[src/rtl/svm_seq_pkg.sv]
package svm_seq_pkg;

  // Strobes from the control to the datapath
  typedef struct packed {
    logic latchNow;   // capture inputs this edge
    logic running;    // a period is being played out
    logic swapOrder;  // current period uses the swapped order
  } seqCtl_t;

  localparam int SEG_COUNT = 7;

endpackage

[src/rtl/svm_seq_ctrl.sv]
module svm_seq_ctrl
  import svm_seq_pkg::*;
#(
  parameter int PERIOD_TICKS = 50,
  localparam int TW = $clog2(PERIOD_TICKS + 1)
) (
  input  logic          clk,
  input  logic          rstN,
  input  logic          periodStrobe,
  output seqCtl_t       ctl,
  output logic [TW-1:0] tick
);

  localparam logic [TW-1:0] LAST_TICK = TW'(PERIOD_TICKS - 1);

  logic running;
  logic swapReg;
  logic swapNext;

  always_ff @(posedge clk) begin
    if (!rstN) begin
      running  <= 1'b0;
      tick     <= '0;
      swapReg  <= 1'b0;
      swapNext <= 1'b0;
    end else if (periodStrobe) begin
      running  <= 1'b1;
      tick     <= '0;
      swapReg  <= swapNext;
      swapNext <= ~swapNext;
    end else if (running) begin
      if (tick == LAST_TICK) begin
        running <= 1'b0;
      end else begin
        tick <= tick + TW'(1);
      end
    end
  end

  always_comb begin
    ctl.latchNow  = periodStrobe;
    ctl.running   = running;
    ctl.swapOrder = swapReg;
  end

endmodule

[src/rtl/svm_seq_path.sv]
module svm_seq_path
  import svm_seq_pkg::*;
#(
  parameter int PERIOD_TICKS = 50,
  parameter int GATE_W = 12,
  localparam int TW = $clog2(PERIOD_TICKS + 1)
) (
  input  logic              clk,
  input  logic              rstN,
  input  seqCtl_t           ctl,
  input  logic [TW-1:0]     tick,
  input  logic [TW-1:0]     dwellA,
  input  logic [TW-1:0]     dwellB,
  input  logic [GATE_W-1:0] gateZero,
  input  logic [GATE_W-1:0] gateA,
  input  logic [GATE_W-1:0] gateB,
  output logic [GATE_W-1:0] targetWord
);

  localparam int SW = TW + 2;
  localparam logic [SW-1:0] PW = SW'(PERIOD_TICKS);

  // Saturation and length split on the raw inputs
  logic [SW-1:0] aExt, bExt, satA, satB, zeroT, quarterT, halfA, halfB, centreT;

  always_comb begin
    aExt = SW'(dwellA);
    bExt = SW'(dwellB);
    if (aExt > PW) begin
      satA = PW;
      satB = '0;
    end else if (aExt + bExt > PW) begin
      satA = aExt;
      satB = PW - aExt;
    end else begin
      satA = aExt;
      satB = bExt;
    end
    zeroT    = PW - satA - satB;
    quarterT = zeroT >> 2;
    halfA    = satA >> 1;
    halfB    = satB >> 1;
    centreT  = PW - (quarterT << 1) - (halfA << 1) - (halfB << 1);
  end

  // Captured period parameters
  logic [TW-1:0]     qReg, hAReg, hBReg, cReg;
  logic [GATE_W-1:0] zWord, aWord, bWord;

  always_ff @(posedge clk) begin
    if (!rstN) begin
      qReg  <= '0;
      hAReg <= '0;
      hBReg <= '0;
      cReg  <= '0;
      zWord <= '0;
      aWord <= '0;
      bWord <= '0;
    end else if (ctl.latchNow) begin
      qReg  <= TW'(quarterT);
      hAReg <= TW'(halfA);
      hBReg <= TW'(halfB);
      cReg  <= TW'(centreT);
      zWord <= gateZero;
      aWord <= gateA;
      bWord <= gateB;
    end
  end

  // Segment table for the current order
  logic [SW-1:0]     segLen [SEG_COUNT];
  logic [GATE_W-1:0] segWord[SEG_COUNT];
  logic [SW-1:0]     segEnd [SEG_COUNT];
  logic [SW-1:0]     firstLen, secondLen;
  logic [GATE_W-1:0] firstWord, secondWord;

  always_comb begin
    firstLen   = ctl.swapOrder ? SW'(hBReg) : SW'(hAReg);
    secondLen  = ctl.swapOrder ? SW'(hAReg) : SW'(hBReg);
    firstWord  = ctl.swapOrder ? bWord : aWord;
    secondWord = ctl.swapOrder ? aWord : bWord;
    segLen[0] = SW'(qReg);  segWord[0] = zWord;
    segLen[1] = firstLen;   segWord[1] = firstWord;
    segLen[2] = secondLen;  segWord[2] = secondWord;
    segLen[3] = SW'(cReg);  segWord[3] = zWord;
    segLen[4] = secondLen;  segWord[4] = secondWord;
    segLen[5] = firstLen;   segWord[5] = firstWord;
    segLen[6] = SW'(qReg);  segWord[6] = zWord;
  end

  generate
    for (genvar s = 0; s < SEG_COUNT; s++) begin : g_end
      if (s == 0) begin : g_first
        assign segEnd[s] = segLen[s];
      end else begin : g_rest
        assign segEnd[s] = segEnd[s-1] + segLen[s];
      end
    end
  endgenerate

  // First segment whose end lies beyond the tick wins
  always_comb begin
    targetWord = zWord;
    if (ctl.running) begin
      for (int k = SEG_COUNT - 1; k >= 0; k--) begin
        if (SW'(tick) < segEnd[k]) targetWord = segWord[k];
      end
    end
  end

endmodule

[src/rtl/svm_dead_gate.sv]
module svm_dead_gate #(
  parameter int GATE_W = 12,
  parameter int DEAD_TICKS = 2,
  localparam int DW = (DEAD_TICKS < 1) ? 1 : $clog2(DEAD_TICKS + 1)
) (
  input  logic              clk,
  input  logic              rstN,
  input  logic [GATE_W-1:0] targetWord,
  output logic [GATE_W-1:0] gateOut
);

  localparam logic [DW-1:0] WAIT_INIT = DW'(DEAD_TICKS);

  generate
    for (genvar i = 0; i < GATE_W; i++) begin : g_bit
      logic [DW-1:0] waitCnt;
      always_ff @(posedge clk) begin
        if (!rstN) begin
          waitCnt    <= WAIT_INIT;
          gateOut[i] <= 1'b0;
        end else if (!targetWord[i]) begin
          waitCnt    <= WAIT_INIT;
          gateOut[i] <= 1'b0;
        end else if (waitCnt != '0) begin
          waitCnt    <= waitCnt - DW'(1);
          gateOut[i] <= 1'b0;
        end else begin
          gateOut[i] <= 1'b1;
        end
      end
    end
  endgenerate

endmodule

[src/rtl/svm_segment_seq.sv]
module svm_segment_seq
  import svm_seq_pkg::*;
#(
  parameter int PERIOD_TICKS = 50,
  parameter int DEAD_TICKS = 2,
  parameter int GATE_W = 12,
  localparam int TW = $clog2(PERIOD_TICKS + 1)
) (
  input  logic              clk,
  input  logic              rstN,
  input  logic              periodStrobe,
  input  logic [TW-1:0]     dwellA,
  input  logic [TW-1:0]     dwellB,
  input  logic [GATE_W-1:0] gateZero,
  input  logic [GATE_W-1:0] gateA,
  input  logic [GATE_W-1:0] gateB,
  output logic [GATE_W-1:0] gateOut
);

  seqCtl_t           ctl;
  logic [TW-1:0]     tick;
  logic [GATE_W-1:0] targetWord;

  svm_seq_ctrl #(.PERIOD_TICKS(PERIOD_TICKS)) u_ctrl (
    .clk(clk), .rstN(rstN), .periodStrobe(periodStrobe),
    .ctl(ctl), .tick(tick)
  );

  svm_seq_path #(.PERIOD_TICKS(PERIOD_TICKS), .GATE_W(GATE_W)) u_path (
    .clk(clk), .rstN(rstN), .ctl(ctl), .tick(tick),
    .dwellA(dwellA), .dwellB(dwellB),
    .gateZero(gateZero), .gateA(gateA), .gateB(gateB),
    .targetWord(targetWord)
  );

  svm_dead_gate #(.GATE_W(GATE_W), .DEAD_TICKS(DEAD_TICKS)) u_dead (
    .clk(clk), .rstN(rstN), .targetWord(targetWord), .gateOut(gateOut)
  );

endmodule

[config.mk]
export PLATFORM = sky130hd
export DESIGN_NAME = svm_segment_seq
export DESIGN_NICKNAME = d
export VERILOG_FILES = /design/src/rtl/svm_seq_pkg.sv /design/src/rtl/svm_seq_ctrl.sv /design/src/rtl/svm_seq_path.sv /design/src/rtl/svm_dead_gate.sv /design/src/rtl/svm_segment_seq.sv
export SDC_FILE = /design/constraint.sdc
export NUM_CORES = 1
export LEC_CHECK = 0
export BUFFER_PORTS_ARGS = -buffer_cell sky130_fd_sc_hd__buf_2
export CORE_MARGIN = 5
export CORE_UTILIZATION = 30
export CTS_BUF_LIST = sky130_fd_sc_hd__clkbuf_4
export CTS_CLUSTER_DIAMETER = 80
export DETAILED_ROUTE_END_ITERATION = 10
export PLACE_DENSITY = 0.45
export SETUP_SLACK_MARGIN = 0.15
export SLEW_MARGIN = 15
export SYNTH_ARGS = -nofsm -noshare
export SYNTH_HDL_FRONTEND = slang
export SYNTH_SLANG_ARGS = --single-unit
export TNS_END_PERCENT = 20
[constraint.sdc]
create_clock -name clk -period 20.8 [get_ports clk]
set_clock_uncertainty 0.05 [all_clocks]
set_input_delay 2.08 -clock clk [delete_from_list [all_inputs] [get_ports clk]]
set_output_delay 2.08 -clock clk [all_outputs]
set_load 0.02 [all_outputs]
[After elaboration in Yosys (flattened, before gate mapping)]
Index checks and enable logic that the tools add are counted.
Storage, ports and cells
  register bits: 105
  input bits: 51
Operators by class
  add/sub/neg operators: 25
  $lt $le $gt $ge: 8
  equal/unequal tests: 1
  muxes and demuxes: 29
  bitwise logic cells: 3
  reduce and logical (&&, ||, !) cells: 26
Operators by type and width (count)
  12-bit two-way mux: 9
  6-bit by 8-bit < comparator with 1-bit output: 5
  2-bit AND reduction: 13
  8-bit adder: 3
  2-bit nonzero test: 12
  2-bit by 1-bit subtractor with 2-bit output (second input constant): 12
  6-bit two-way mux: 3
  8-bit two-way mux: 2
  1-bit two-way mux: 15
  6-bit by 6-bit subtractor with 7-bit output (first input constant): 2
  6-bit subtractor: 2
  6-bit by 8-bit adder with 8-bit output: 1
  8-bit by 6-bit adder with 8-bit output: 1
  8-bit by 6-bit > comparator with 1-bit output (second input constant): 1
  8-bit subtractor: 1
  6-bit by 6-bit adder with 7-bit output: 1
  6-bit by 1-bit adder with 6-bit output (second input constant): 1
  6-bit == test (second input constant): 1
  6-bit > comparator (second input constant): 1
  6-bit < comparator: 1
  6-bit subtractor (first input constant): 1
  1-bit inverter: 3
  2-bit OR reduction: 1

[Depth between registers and ports, before layout]
Gate-level depths: netlist (run 1).
  word-level depth: 15
  mapped depth: 34

[By module]
Synthesis (run 1) repeated with hierarchy kept, for this count alone.
Unflattened totals
  cells, all modules: 1036
  area total of the unflattened synthesis: 8947.3 um^2
Modules (own cells, without submodules)
  svm_seq_path: instances 1, cells each 832, area each 6874.1 um^2
  svm_dead_gate: instances 1, cells each 159, area each 1647.8 um^2
  svm_seq_ctrl: instances 1, cells each 45, area each 425.4 um^2

[Worst setup path before layout (run 1)]
OpenSTA, ideal clock, no wires.
  path kind: input port to flip-flop
  start point: in dwellA[0]
  end point: reg u_path.cReg[5]
  setup time: 62 ps
  data arrival time: 7960 ps
  data required time: 20688 ps
  slack: 12728 ps
  stages on the path: 25
  path through: ha_1 -> fa_1 -> and3_1 -> or3_1 -> and3_1 -> o21a_1 -> a211oi_1 -> inv_1 -> ha_1 -> and2_1 -> o21ai_0 -> o21ai_0 -> or3_1 -> nand2_1 -> fa_1 -> ha_1 -> ha_1 -> o21a_1 -> o21ai_0 -> a21oi_1 -> or3_1 -> a221oi_1 -> o2111ai_1 -> mux2_2 -> nand3_1
Between the ends
  longest elaborated chain between the ends: 8
  elaborated cells on any way between the ends: 12
RTL lines
  from (decl): RTL line svm_segment_seq.sv:12  | input logic [TW-1:0] dwellA,
  6-bit by 6-bit adder with 7-bit output: RTL line svm_seq_path.sv:32  | end else if (aExt + bExt > PW) begin
  8-bit by 6-bit > comparator with 1-bit output: RTL line svm_seq_path.sv:32
  8-bit two-way mux: RTL line svm_seq_path.sv:32
  8-bit two-way mux (*): RTL line svm_seq_path.sv:29  | if (aExt > PW) begin
  net u_path.satB[2]: RTL line svm_seq_path.sv:24  | logic [SW-1:0] aExt, bExt, satA, satB, zeroT, quarterT, halfA, halfB, centreT;
  8-bit subtractor: RTL line svm_seq_path.sv:39  | zeroT = PW - satA - satB;
  6-bit subtractor (2 in series): RTL line svm_seq_path.sv:43  | centreT = PW - (quarterT << 1) - (halfA << 1) - (halfB << 1);
  6-bit subtractor (*): RTL line svm_seq_path.sv:43
  to (signal assigned): RTL line svm_seq_path.sv:63  | cReg <= TW'(centreT);
  to (decl): RTL line svm_seq_path.sv:47  | logic [TW-1:0] qReg, hAReg, hBReg, cReg;
The timed path passes the listed nets; every way through them passes the cells marked *.
A chain may end at the register's enable or synchronous reset.

[Worst setup path after layout (run 1)]
Ends and elaborated chain as after synthesis.

==> impl_summary.txt, run 1 <==
----------------------------------------------------
[Placement]
  Number of input and output port buffers inserted ... 62
  HPWL reported at the end of detailed placement ... ~20 mm
  Final weighted congestion of routability-driven global placement ... around 0.84
  Cell count after placement ... approximately 1500

[Clock network]
  Insertion delay to the later sink of the worst-skew pair ... between 0.5 and 0.6 ns
  Sink count of the clock tree ... ~100
  CTS tree ... done
  Clock Tree Buf Depth ... 2
  Post-CTS clock slew at the launch and capture registers of the worst setup and hold paths ... about 0.19 ns
  Hold buffers post-CTS ... 0
  # H-tree levels ... 3
  Resize count post-CTS ... 0
  Root Buffer ... sky130_fd_sc_hd__clkbuf_4
  Number of buffers inserted by post-CTS setup repair ... 0
  Number of buffers created by CTS ... 9

[Worst setup path]
  Critical path origin ... dwellA[0]
  Arrival time at the worst endpoint ... 8.94 ns
  Biggest fanout along the worst timing path ... 6
  Reg2Reg Launch Point ... u_ctrl.swapReg
  Worst R2R Path Depth ... 27
  Nature of the critical path startpoint ... primary input
  Sort of element at the end of the critical path ... flop
  Setup CP Type ... in2reg
  Worst endpoint required time ... approximately 21 ns

[Route]
  DRT antenna net count ... 0
  Initial DRC Count ... between 400 and 500
  Via count ... between 7000 and 8000
  Remaining design rule violation count ... 0
  DRT Wirelength ... approximately 27 mm
  Vias per cell ... between 5 and 6
  First-pass iteration count of the detailed router ... 5
  Detail-routed net length per standard cell ... 18.37 um

[Final layout]
  Share of post-route cells with drive strength above 1 ... 13.58%
  Synthesis-to-layout area growth ... 8.854%
  Final net count ... roughly 1200
  Post-route non-filler standard cell count ... 1483
  Fill cell instance count of the final layout ... 3132

[Synth]
  Count of unique library cells instantiated by Yosys ... 67
  EDFF count, synth ... 0
  Post-synthesis sequential element count ... 103
  Syn_nets ... between 1000 and 1500
  Synth Cell Area ... 9059 um^2
  Post-synthesis sequential area ratio ... a little under a quarter
  Proportion of synthesized flip-flops having asynchronous set or reset ... 0%
  Post-synth top area share ... a little under a quarter
  Primary FF master, synth ... sky130_fd_sc_hd__dfxtp_1
  Syn Inst Count ... between 1000 and 1500
  Cell taking the most area after synthesis ... sky130_fd_sc_hd__dfxtp_1
  Number of warnings issued by yosys ... 0
  List of most frequent post-synthesis cells ... sky130_fd_sc_hd__dfxtp_1, sky130_fd_sc_hd__ha_1, sky130_fd_sc_hd__inv_1
  Mapped Avg Cell Area ... 8.586 um^2
  Cell types occupying the most area after synthesis ... sky130_fd_sc_hd__dfxtp_1, sky130_fd_sc_hd__ha_1, sky130_fd_sc_hd__mux2i_1
  Leading cell type by number of instances after synthesis ... sky130_fd_sc_hd__dfxtp_1

[Die]
  Area of the die ... approximately 34000 um^2
  Effective utilization at floorplan ... 30.48%
  Std-Cell Rows ... 63
  Core Footprint ... between 20000 and 30000 um^2
  Die Y ... around 180 um
  Die Span X ... about 180 um
  IO Count ... 63

[Global routing]
  Pin count of the biggest net entering global routing ... slightly above 100
  Wire length of the first global-routing pass ... roughly 43 mm
  Number of antenna violations at the first check in global routing ... 5
  Global-route total usage across every layer ... between 15 and 20%
  Global-route congestion overflow total ... 0
  Via count of the first global-routing pass ... 7640

[Hold path]
  Source of the worst hold timing path ... u_path.hBReg[0]
  Worst hold path cell count ... 2
  Kind of path behind the tightest hold check ... reg2reg

[STA]
  Post-route setup TNS ... 0 ns
  Maximum clock rate ... about 120 MHz
  Unrepaired setup endpoints after global routing ... no
  Final Hold Vio Count ... 0
  Max-slew violation count ... 0
  Final clock period utilization by the worst path ... between 40% and 50%
  Worst hold slack ... around 0.47 ns
  Worst-margin pin slew ... around 1.2 ns
  Max-Slew Margin vs Limit ... between 20% and 30%
  Clock period minus worst slack ... around 8.5 ns
  Number of endpoints failing setup at the final stage ... 0

[Power and ir drop]
  Maximum vdd ir drop ... 0.04163 mV
  Static power due to leakage ... approximately 0.0042 uW
  PD cells ... between 100 and 150 nW/um^2

[Job]
  Max capacitance violation total ... 0

[Outcome]
  Status ... finished clean

----------------------------------------------------
[kinds of logic (layout without fill, tap and decap cells)]
group,count (synthesis),after routing,share of synthesized area [%]
other,0,3,0
muxes,99,99,11.48
adders and majority gates,103,103,15.06
DFF,103,103,22.76
AOI/OAI and AO/OA,307,307,24.30
and+or+nand+nor,261,261,15.40
xor gates and xnor gates,50,50,5.332
buffers and inverters,132,167,5.677
[registers in the layout, indices dropped and copies added (netlist names)]
register / flops
u_ctrl.running: 1
u_ctrl.swapNext: 1
u_ctrl.swapReg: 1
u_ctrl.tick: 6
u_dead.g_bit.waitCnt: 24
u_dead.gateOut: 12
u_path.aWord: 12
u_path.bWord: 12
u_path.cReg: 5
u_path.hAReg: 5
u_path.hBReg: 6
u_path.qReg: 6
u_path.zWord: 12
[worst max-delay path: stages]
cell and delay (ns):
sky130_fd_sc_hd__buf_2 0.13, sky130_fd_sc_hd__ha_1 0.25, sky130_fd_sc_hd__fa_1 0.43, sky130_fd_sc_hd__a21oi_1 0.21
sky130_fd_sc_hd__nand4b_1 0.14, sky130_fd_sc_hd__o21ai_0 0.32, sky130_fd_sc_hd__o21a_1 0.34, sky130_fd_sc_hd__nor2_1 0.07
sky130_fd_sc_hd__a211oi_1 0.49, sky130_fd_sc_hd__inv_1 0.10, sky130_fd_sc_hd__ha_1 0.36, sky130_fd_sc_hd__and2_1 0.16
sky130_fd_sc_hd__o21ai_0 0.13, sky130_fd_sc_hd__o21ai_0 0.22, sky130_fd_sc_hd__or3_1 0.38, sky130_fd_sc_hd__nand2_1 0.09
sky130_fd_sc_hd__fa_1 0.41, sky130_fd_sc_hd__ha_1 0.31, sky130_fd_sc_hd__ha_1 0.33, sky130_fd_sc_hd__o21a_1 0.12
sky130_fd_sc_hd__o21ai_0 0.30, sky130_fd_sc_hd__a21oi_1 0.15, sky130_fd_sc_hd__or3_1 0.38, sky130_fd_sc_hd__a221oi_1 0.45
sky130_fd_sc_hd__o2111ai_1 0.19, sky130_fd_sc_hd__mux2_2 0.32, sky130_fd_sc_hd__nand3_1 0.06
[layout by cell type, fill, tap and decap left out, types with 11 or more instances in the layout]
cell type / Yosys / routed
sky130_fd_sc_hd__nand2_1: 66 / 66
sky130_fd_sc_hd__xor2_1: 17 / 17
sky130_fd_sc_hd__mux2_2: 36 / 36
sky130_fd_sc_hd__buf_2: 2 / 61
sky130_fd_sc_hd__o2111a_1: 13 / 13
sky130_fd_sc_hd__or3_1: 17 / 17
sky130_fd_sc_hd__inv_1: 81 / 81
sky130_fd_sc_hd__nor2_1: 26 / 26
sky130_fd_sc_hd__o21a_1: 11 / 11
sky130_fd_sc_hd__and2_1: 49 / 49
sky130_fd_sc_hd__nor2b_1: 57 / 57
sky130_fd_sc_hd__a21oi_1: 38 / 37
sky130_fd_sc_hd__o22a_1: 12 / 12
sky130_fd_sc_hd__o21ai_0: 77 / 77
sky130_fd_sc_hd__o22ai_1: 25 / 25
sky130_fd_sc_hd__mux2i_1: 62 / 62
sky130_fd_sc_hd__a21o_1: 17 / 17
sky130_fd_sc_hd__xnor2_1: 29 / 29
sky130_fd_sc_hd__dfxtp_1: 103 / 102
sky130_fd_sc_hd__ha_1: 93 / 93
sky130_fd_sc_hd__a211o_1: 15 / 15
sky130_fd_sc_hd__o2111ai_1: 39 / 39
[cell type report]
class	count	area, um^2	share of cell area (%)
diodes	3	7.507	0.07613
repair buffers	70	372.9	3.781
flip-flops and latches	103	2063	20.92
inverters	81	304.0	3.083
multi-input cells	820	6492	65.84
well taps	390	488.0	4.949
clock inverters	7	65.06	0.6598
clock buffers	9	67.56	0.6852
[metal layers]
metal | global-route usage (%) | wire [um] | up-vias
li1 | - | - | 3910
met1 | 21.99 | 13180 | 3698
met2 | 27.22 | 12890 | 142
met3 | 1.642 | 809 | 24
met4 | 4.939 | 359 | 0
met5 | 0 | 0 | -
[report_power, final]
part | switching (uW) | leakage (uW) | internal, uW
Combinational | 383 | 0.00328 | 266
Clock | 83.5 | 0.0000697 | 27.3
Sequential | 16.0 | 0.000846 | 217
Total | 483 | 0.00419 | 510
[worst paths after layout]
check | to | slack (ns)
setup reg to reg | u_dead.gateOut[4] | 12.98
hold reg to reg | u_path.hBReg[0] | 0.47
setup / recovery | u_path.cReg[5] | 12.27
hold / removal | u_path.hBReg[0] | 0.47
[per-stage QoR]
| step | total power [uW] | setup WS [ns] | utilization, % | area, um^2 |
|---|---|---|---|---|
| after floorplan | 738.3 | 12.73 | - | 9059 |
| after global placement | 880.9 | 11.91 | 32.71 | 9721 |
| after detailed placement | 886.5 | 11.82 | 32.71 | 9721 |
| after CTS | 1004 | 12.37 | 33.16 | 9853 |
| after global routing | 1092 | 11.73 | 33.18 | 9861 |
| final | 992.7 | 12.27 | 33.18 | 9861 |
(Power assumes the default switching activity.)
==> run 2, diff against run 1 <==
--- a/config.mk
+++ b/config.mk
@@ -11,7 +11,7 @@
 export CTS_BUF_LIST = sky130_fd_sc_hd__clkbuf_4
 export CTS_CLUSTER_DIAMETER = 80
 export DETAILED_ROUTE_END_ITERATION = 10
-export PLACE_DENSITY = 0.45
+export PLACE_DENSITY = 0.47
 export SETUP_SLACK_MARGIN = 0.15
 export SLEW_MARGIN = 15
 export SYNTH_ARGS = -nofsm -noshare
==> constraint.sdc (replaced) <==
create_clock -name clk -period 6.9 [get_ports clk]
set_clock_uncertainty 0.05 [all_clocks]
set_input_delay 0.69 -clock clk [delete_from_list [all_inputs] [get_ports clk]]
set_output_delay 0.69 -clock clk [all_outputs]
set_load 0.02 [all_outputs]
==> run 2 against run 1 <==
Against the previous run:
- clock-buffer cell count unchanged
- die area unchanged
- sequential share of layout area is 0.66 points lower
- largest power group unchanged
==> impl_summary.txt, run 2 (synthesized netlist as in run 1, its figures left out) <==
----------------------------------------------------
[Outcome]
  Status ... finished clean

[Final layout]
  Most flops, register ... u_dead.g_bit.waitCnt
  Most frequent cells in the layout ... sky130_fd_sc_hd__dfxtp_1, sky130_fd_sc_hd__ha_1, sky130_fd_sc_hd__inv_1
  Utilization after layout ... between 30% and 40%
  Most common library cell in the layout ignoring fill and taps ... sky130_fd_sc_hd__dfxtp_1
  Flip-flop count of the largest register, all copies and words added ... 24
  Final net count ... 1274
  Share of post-route cells with drive strength above 1 ... about 17%
  Synthesis-to-layout area growth ... 12.38%

[Worst setup path]
  Delay of the slowest cell on the worst path ... 0.40 ns
  Reg2Reg Launch Point ... u_ctrl.swapReg
  Worst endpoint required time ... just over 7 ns
  Arrival time at the worst endpoint ... slightly below 7 ns
  Setup CP Type ... reg2reg
  Slack of the worst reg-to-reg path ... between 0.4 and 0.5 ns
  FF-to-FF End ... u_dead.gateOut[8]
  Nature of the critical path startpoint ... flop
  Worst R2R Path Depth ... 26
  Biggest fanout along the worst timing path ... 24
  Cell type of the slowest stage on the worst timing path ... sky130_fd_sc_hd__dfxtp_2
  Sort of element at the end of the critical path ... flop
  Most frequent cell on the critical path ... sky130_fd_sc_hd__ha_1

[Die]
  Effective utilization at floorplan ... 30.48%
  IO Count ... between 60 and 70
  Die Span X ... approximately 180 um
  Std-Cell Rows ... 63
  Die Y ... about 180 um
  Area of the die ... approximately 34000 um^2
  Core Footprint ... about 30000 um^2

[Route]
  Detail-routed net length per standard cell ... approximately 17 um
  Via count ... approximately 7900
  Initial DRC Count ... ~470
  Remaining design rule violation count ... 0
  DRT antenna net count ... 0
  DRT Wirelength ... 26.21 mm
  Vias per cell ... roughly 5.2
  First-pass iteration count of the detailed router ... 5

[STA]
  Final Hold Vio Count ... 0
  Clock period minus worst slack ... between 6 and 7 ns
  Final clock period utilization by the worst path ... 93.09%
  Worst-margin pin slew ... 0.9268 ns
  Max-Slew Margin vs Limit ... 38.21%
  Max-slew violation count ... 0
  Post-route setup TNS ... 0 ns
  Final worst setup slack ... 0.4769 ns
  Maximum clock rate ... roughly 160 MHz
  Number of endpoints failing setup at the final stage ... 0
  Unrepaired setup endpoints after global routing ... yes

[Hold path]
  Source of the worst hold timing path ... gateZero[3]
  Worst hold path cell count ... 3
  Kind of path behind the tightest hold check ... in2reg
  Endpoint of the worst hold-timing path ... u_path.zWord[3]

[Power and ir drop]
  Maximum vdd ir drop ... approximately 0.12 mV
  Switching share of power ... about 47%
  Part of the total power dissipated in the clock network ... between 10% and 20%
  P_int ... 1652 uW
  Overall Power ... around 3100 uW
  Total net switching power ... 1474 uW
  PD cells ... 307.1 nW/um^2
  Share of power burned in combinational logic ... between 60% and 70%
  Reg power frac ... ~22%
  Static power due to leakage ... roughly 0.0044 uW

[Global routing]
  Number of antenna violations at the first check in global routing ... 1
  Via count of the first global-routing pass ... 7597
  Global-route congestion overflow total ... 0
  Wire length of the first global-routing pass ... 41.77 mm
  Pin count of the biggest net entering global routing ... 102
  Global-route total usage across every layer ... 15.43%

[Placement]
  Final weighted congestion of routability-driven global placement ... between 0.8 and 0.9
  Number of input and output port buffers inserted ... between 60 and 70
  HPWL reported at the end of detailed placement ... between 15 and 20 mm
  Worst slack, placed ... -0.008626 ns

[Clock network]
  Hold buffers post-CTS ... 0
  Post-CTS clock slew at the launch and capture registers of the worst setup and hold paths ... 0.22 ns
  # H-tree levels ... 3
  Insertion delay to the later sink of the worst-skew pair ... around 0.52 ns
  Root Buffer ... sky130_fd_sc_hd__clkbuf_4
  Clock Tree Buf Depth ... 2
  Number of buffers created by CTS ... 9
  Sink count of the clock tree ... 103
  CTS tree ... done

[Job]
  Max capacitance violation total ... 0

----------------------------------------------------
-- run 2: cell types whose count changed in the layout (fill, tap and decap cells not counted), moves of 2 or more --
cell / change
sky130_fd_sc_hd__a211oi_1: -2
sky130_fd_sc_hd__buf_12: +2
sky130_fd_sc_hd__diode_2: -2
sky130_fd_sc_hd__buf_4: +33
-- run 2: cell type report --
| cell class | count | area [um^2] |
|---|---|---|
| fill | 3120 | 19540 |
| multi-input combinational | 820 | 6519 |
| sequential | 103 | 2063 |
| timing repair buffer | 105 | 660.6 |
| tap | 390 | 488.0 |
| inverter | 81 | 304.0 |
| clock inverter | 7 | 75.07 |
| clock buffer | 9 | 67.56 |
| antenna | 1 | 2.502 |
-- run 2: through the flow --
stage / area [um^2] / cells / hold WS [ns]
floorplan: 9092 / 1055 / 0.4095
global placement: 10000 / 1498 / 0.4469
detailed placement: 10000 / 1498 / 0.4502
CTS: 10140 / 1514 / 0.3122
global route: 10180 / 1516 / 0.3179
finish: 10180 / 1516 / 0.3558
-- run 2: worst max-delay path, delay by kind of cell (launching register included) --
family          cells  cell delay (ns)
compound gates     11             2.11
xor+xnor            2             0.35
fa+ha+maj           7             2.17
buf+inv             1             0.16
flops               1             0.40
mux                 1             0.36
simple gates        4             0.70
-- run 2: power by group through the flow --
stage          clock (uW)  combinational, uW  sequential (uW)
5_1_grt               379               2350              710
2_1_floorplan           0               1530              698
6_report              341               2080              701
3_5_place_dp            0               2060              716
4_1_cts               359               2070              703
3_3_place_gp            0               2040              716
-- run 2: what timing repair did --
item,in CTS,in global routing
setup buffers,0,1
endpoints found under the setup margin,0,25
gates resized for setup,0,6
-- run 2: worst max path at each step --
| stage | from | to | slack (ns) | cells after the start |
|---|---|---|---|---|
| floorplan | u_ctrl.swapReg | u_dead.g_bit[0].waitCnt[0] | 0.16 | 30 |
| global placement | dwellA[0] | u_path.cReg[5] | 0.03 | 25 |
| detailed placement | dwellA[0] | u_path.cReg[5] | -0.009 | 25 |
| CTS | u_ctrl.swapReg | u_dead.gateOut[5] | 0.33 | 26 |
| global route | dwellA[0] | u_path.cReg[5] | 0.14 | 28 |
| finish | u_ctrl.swapReg | u_dead.gateOut[8] | 0.48 | 26 |
-- run 2: metal layers --
metal | up-vias | routed length (um) | global-route usage (%)
met3 | 20 | 846 | 2.038
met4 | 0 | 388 | 3.520
met1 | 3783 | 12220 | 20.29
li1 | 3968 | - | -
met2 | 147 | 12760 | 26.99
met5 | - | 0 | 0
==> run 3, diff against run 2 <==
--- a/config.mk
+++ b/config.mk
@@ -8,7 +8,6 @@
 export BUFFER_PORTS_ARGS = -buffer_cell sky130_fd_sc_hd__buf_2
 export CORE_MARGIN = 5
 export CORE_UTILIZATION = 30
-export CTS_BUF_LIST = sky130_fd_sc_hd__clkbuf_4
 export CTS_CLUSTER_DIAMETER = 80
 export DETAILED_ROUTE_END_ITERATION = 10
 export PLACE_DENSITY = 0.47
==> run 3 against run 2 <==
Against the previous run:
- fmax down 1.7%
- sequential share of layout area down 0.28 points
- combinational power about the same
- routed wire length up 0.60%
- worst setup slack worse by 0.11 ns
- sequential cell count unchanged
- critical endpoint unchanged
- largest power group unchanged
- highest routed layer unchanged
==> impl_summary.txt, run 3 (synthesized netlist as in run 1, its figures left out) <==
----------------------------------------------------
[Hold path]
  Kind of path behind the tightest hold check ... reg2reg
  Worst hold path cell count ... 2
  Endpoint of the worst hold-timing path ... u_path.hBReg[0]
  Source of the worst hold timing path ... u_path.hBReg[0]

[Clock network]
  Root Buffer ... sky130_fd_sc_hd__clkbuf_16
  Number of buffers created by CTS ... 9
  Sink count of the clock tree ... just over 100
  Post-CTS clock slew at the launch and capture registers of the worst setup and hold paths ... ~0.080 ns
  CTS tree ... done
  Clock Tree Buf Depth ... 2
  Insertion delay to the later sink of the worst-skew pair ... 0.38 ns
  Hold buffers post-CTS ... 0
  # H-tree levels ... 3

[Worst setup path]
  Arrival time at the worst endpoint ... 6.70 ns
  Reg2Reg Launch Point ... u_ctrl.swapReg
  Delay of the slowest cell on the worst path ... around 0.38 ns
  Worst endpoint required time ... 7.07 ns
  Most frequent cell on the critical path ... sky130_fd_sc_hd__ha_1
  Cell type of the slowest stage on the worst timing path ... sky130_fd_sc_hd__fa_2
  FF-to-FF End ... u_dead.gateOut[8]
  Slack of the worst reg-to-reg path ... about 0.37 ns
  Nature of the critical path startpoint ... flop
  Setup CP Type ... reg2reg
  Worst R2R Path Depth ... 26
  Sort of element at the end of the critical path ... flop
  Biggest fanout along the worst timing path ... 24

[Route]
  Initial DRC Count ... between 500 and 600
  Detail-routed net length per standard cell ... about 17 um
  Via count ... 7888
  Remaining design rule violation count ... 0
  DRT antenna net count ... 0
  Vias per cell ... approximately 5.2
  First-pass iteration count of the detailed router ... 4
  DRT Wirelength ... around 26 mm

[Final layout]
  Most flops, register ... u_dead.g_bit.waitCnt
  Post-layout instance area ... a little over 10000 um^2
  Most frequent cells in the layout ... sky130_fd_sc_hd__dfxtp_1, sky130_fd_sc_hd__ha_1, sky130_fd_sc_hd__inv_1
  Synthesis-to-layout area growth ... 13.96%
  Share of post-route cells with drive strength above 1 ... around 17%
  Post-route non-filler standard cell count ... approximately 1500
  Most common library cell in the layout ignoring fill and taps ... sky130_fd_sc_hd__dfxtp_1
  Final net count ... roughly 1300
  Diodes inserted ... 0
  Flip-flop count of the largest register, all copies and words added ... 24
  Register area ... around 2100 um^2
  Multi-input gate area ... around 6500 um^2
  Fill cell instance count of the final layout ... ~3100

[Placement]
  Final weighted congestion of routability-driven global placement ... between 0.8 and 0.9
  Cell count after placement ... 1498
  HPWL reported at the end of detailed placement ... between 15 and 20 mm
  Total cell area at the placement stage ... 10000 um^2
  Number of input and output port buffers inserted ... 62

[Die]
  Die Span X ... 183.8 um
  Die Y ... 183.8 um
  Core Footprint ... just under 30000 um^2
  Std-Cell Rows ... 63
  IO Count ... 63
  Area of the die ... between 30000 and 40000 um^2
  Effective utilization at floorplan ... 30.48%

[STA]
  Clock period minus worst slack ... between 6 and 7 ns
  Max-slew violation count ... 0
  Worst hold slack ... roughly 0.46 ns
  Unrepaired setup endpoints after global routing ... yes
  Maximum clock rate ... between 150 and 200 MHz
  Final clock period utilization by the worst path ... a little over nine tenths
  Number of endpoints failing setup at the final stage ... 0
  Final Hold Vio Count ... 0
  Worst-margin pin slew ... a little over 0.9 ns
  Max-Slew Margin vs Limit ... between 30% and 40%

[Global routing]
  Global-route congestion overflow total ... 0
  Via count of the first global-routing pass ... between 7000 and 8000
  Number of antenna violations at the first check in global routing ... 0
  Wire length of the first global-routing pass ... roughly 42 mm
  Pin count of the biggest net entering global routing ... a little over 100
  Global-route total usage across every layer ... between 15 and 20%

[Job]
  Max capacitance violation total ... 0

[Power and ir drop]
  PD cells ... approximately 320 nW/um^2
  Maximum vdd ir drop ... around 0.17 mV
  Static power due to leakage ... around 0.0045 uW

[Outcome]
  Status ... finished clean

----------------------------------------------------
[run 3: area by class of cell]
class                           count  share of cell area [%]
Clock buffer                        9                   2.182
Timing Repair Buffer              105                   6.399
Sequential cell                   103                   19.99
Tap cell                          390                   4.727
Clock inverter                      7                  0.7272
Multi-Input combinational cell    820                   63.03
Inverter                           81                   2.945
[run 3: worst max-delay path by stage]
stage / startpoint / endpoint / slack, ns
6_report: u_ctrl.swapReg / u_dead.gateOut[8] / 0.37
3_5_place_dp: dwellA[0] / u_path.cReg[5] / -0.009
5_1_grt: u_ctrl.swapReg / u_dead.gateOut[8] / 0.07
4_1_cts: u_ctrl.swapReg / u_dead.gateOut[5] / 0.33
3_3_place_gp: dwellA[0] / u_path.cReg[5] / 0.03
2_1_floorplan: u_ctrl.swapReg / u_dead.g_bit[0].waitCnt[0] / 0.16
[run 3: metrics by stage]
| stage | utilization [%] | setup WS [ns] | total power, uW | TNS [ns] |
|---|---|---|---|---|
| after floorplan | - | 0.1577 | 2228 | 0 |
| after global placement | 33.65 | 0.03177 | 2752 | 0 |
| after detailed placement | 33.65 | -0.008626 | 2777 | -0.008626 |
| after CTS | 34.66 | 0.3303 | 3332 | 0 |
| after global routing | 34.74 | 0.06612 | 3634 | 0 |
| final | 34.74 | 0.3675 | 3316 | 0 |
[run 3: what timing repair did]
action	in CTS	in global routing
setup buffers	0	1
endpoints found under the setup margin	0	24
endpoints found under the hold margin	0	0
gates resized for setup	0	4
[run 3: routing by layer]
| layer | vias up | global-route usage (%) | wire length [um] | share of wire (%) |
|---|---|---|---|---|
| li1 | 3965 | - | - | - |
| met1 | 3779 | 20.33 | 12440 | 47 |
| met2 | 120 | 27.00 | 12800 | 49 |
| met3 | 24 | 2.454 | 728 | 2.8 |
| met4 | 0 | 3.608 | 402 | 1.5 |
| met5 | - | 0 | 0 | 0 |
[run 3: worst max-delay path, delay by kind of cell, from the launching register on]
family	cells	cell delay, ns
AO/OA/AOI/OAI	11	2.20
XOR/XNOR	2	0.35
adder cells (fa/ha/maj)	7	2.22
buffers and inverters	1	0.16
flip-flops	1	0.37
multiplexers	1	0.36
AND/OR/NAND/NOR	4	0.67
[run 3: where the power goes]
group          internal [uW]  switching, uW
logic                    909           1170
registers                653           47.5
clock network            257            281
total                   1820           1500
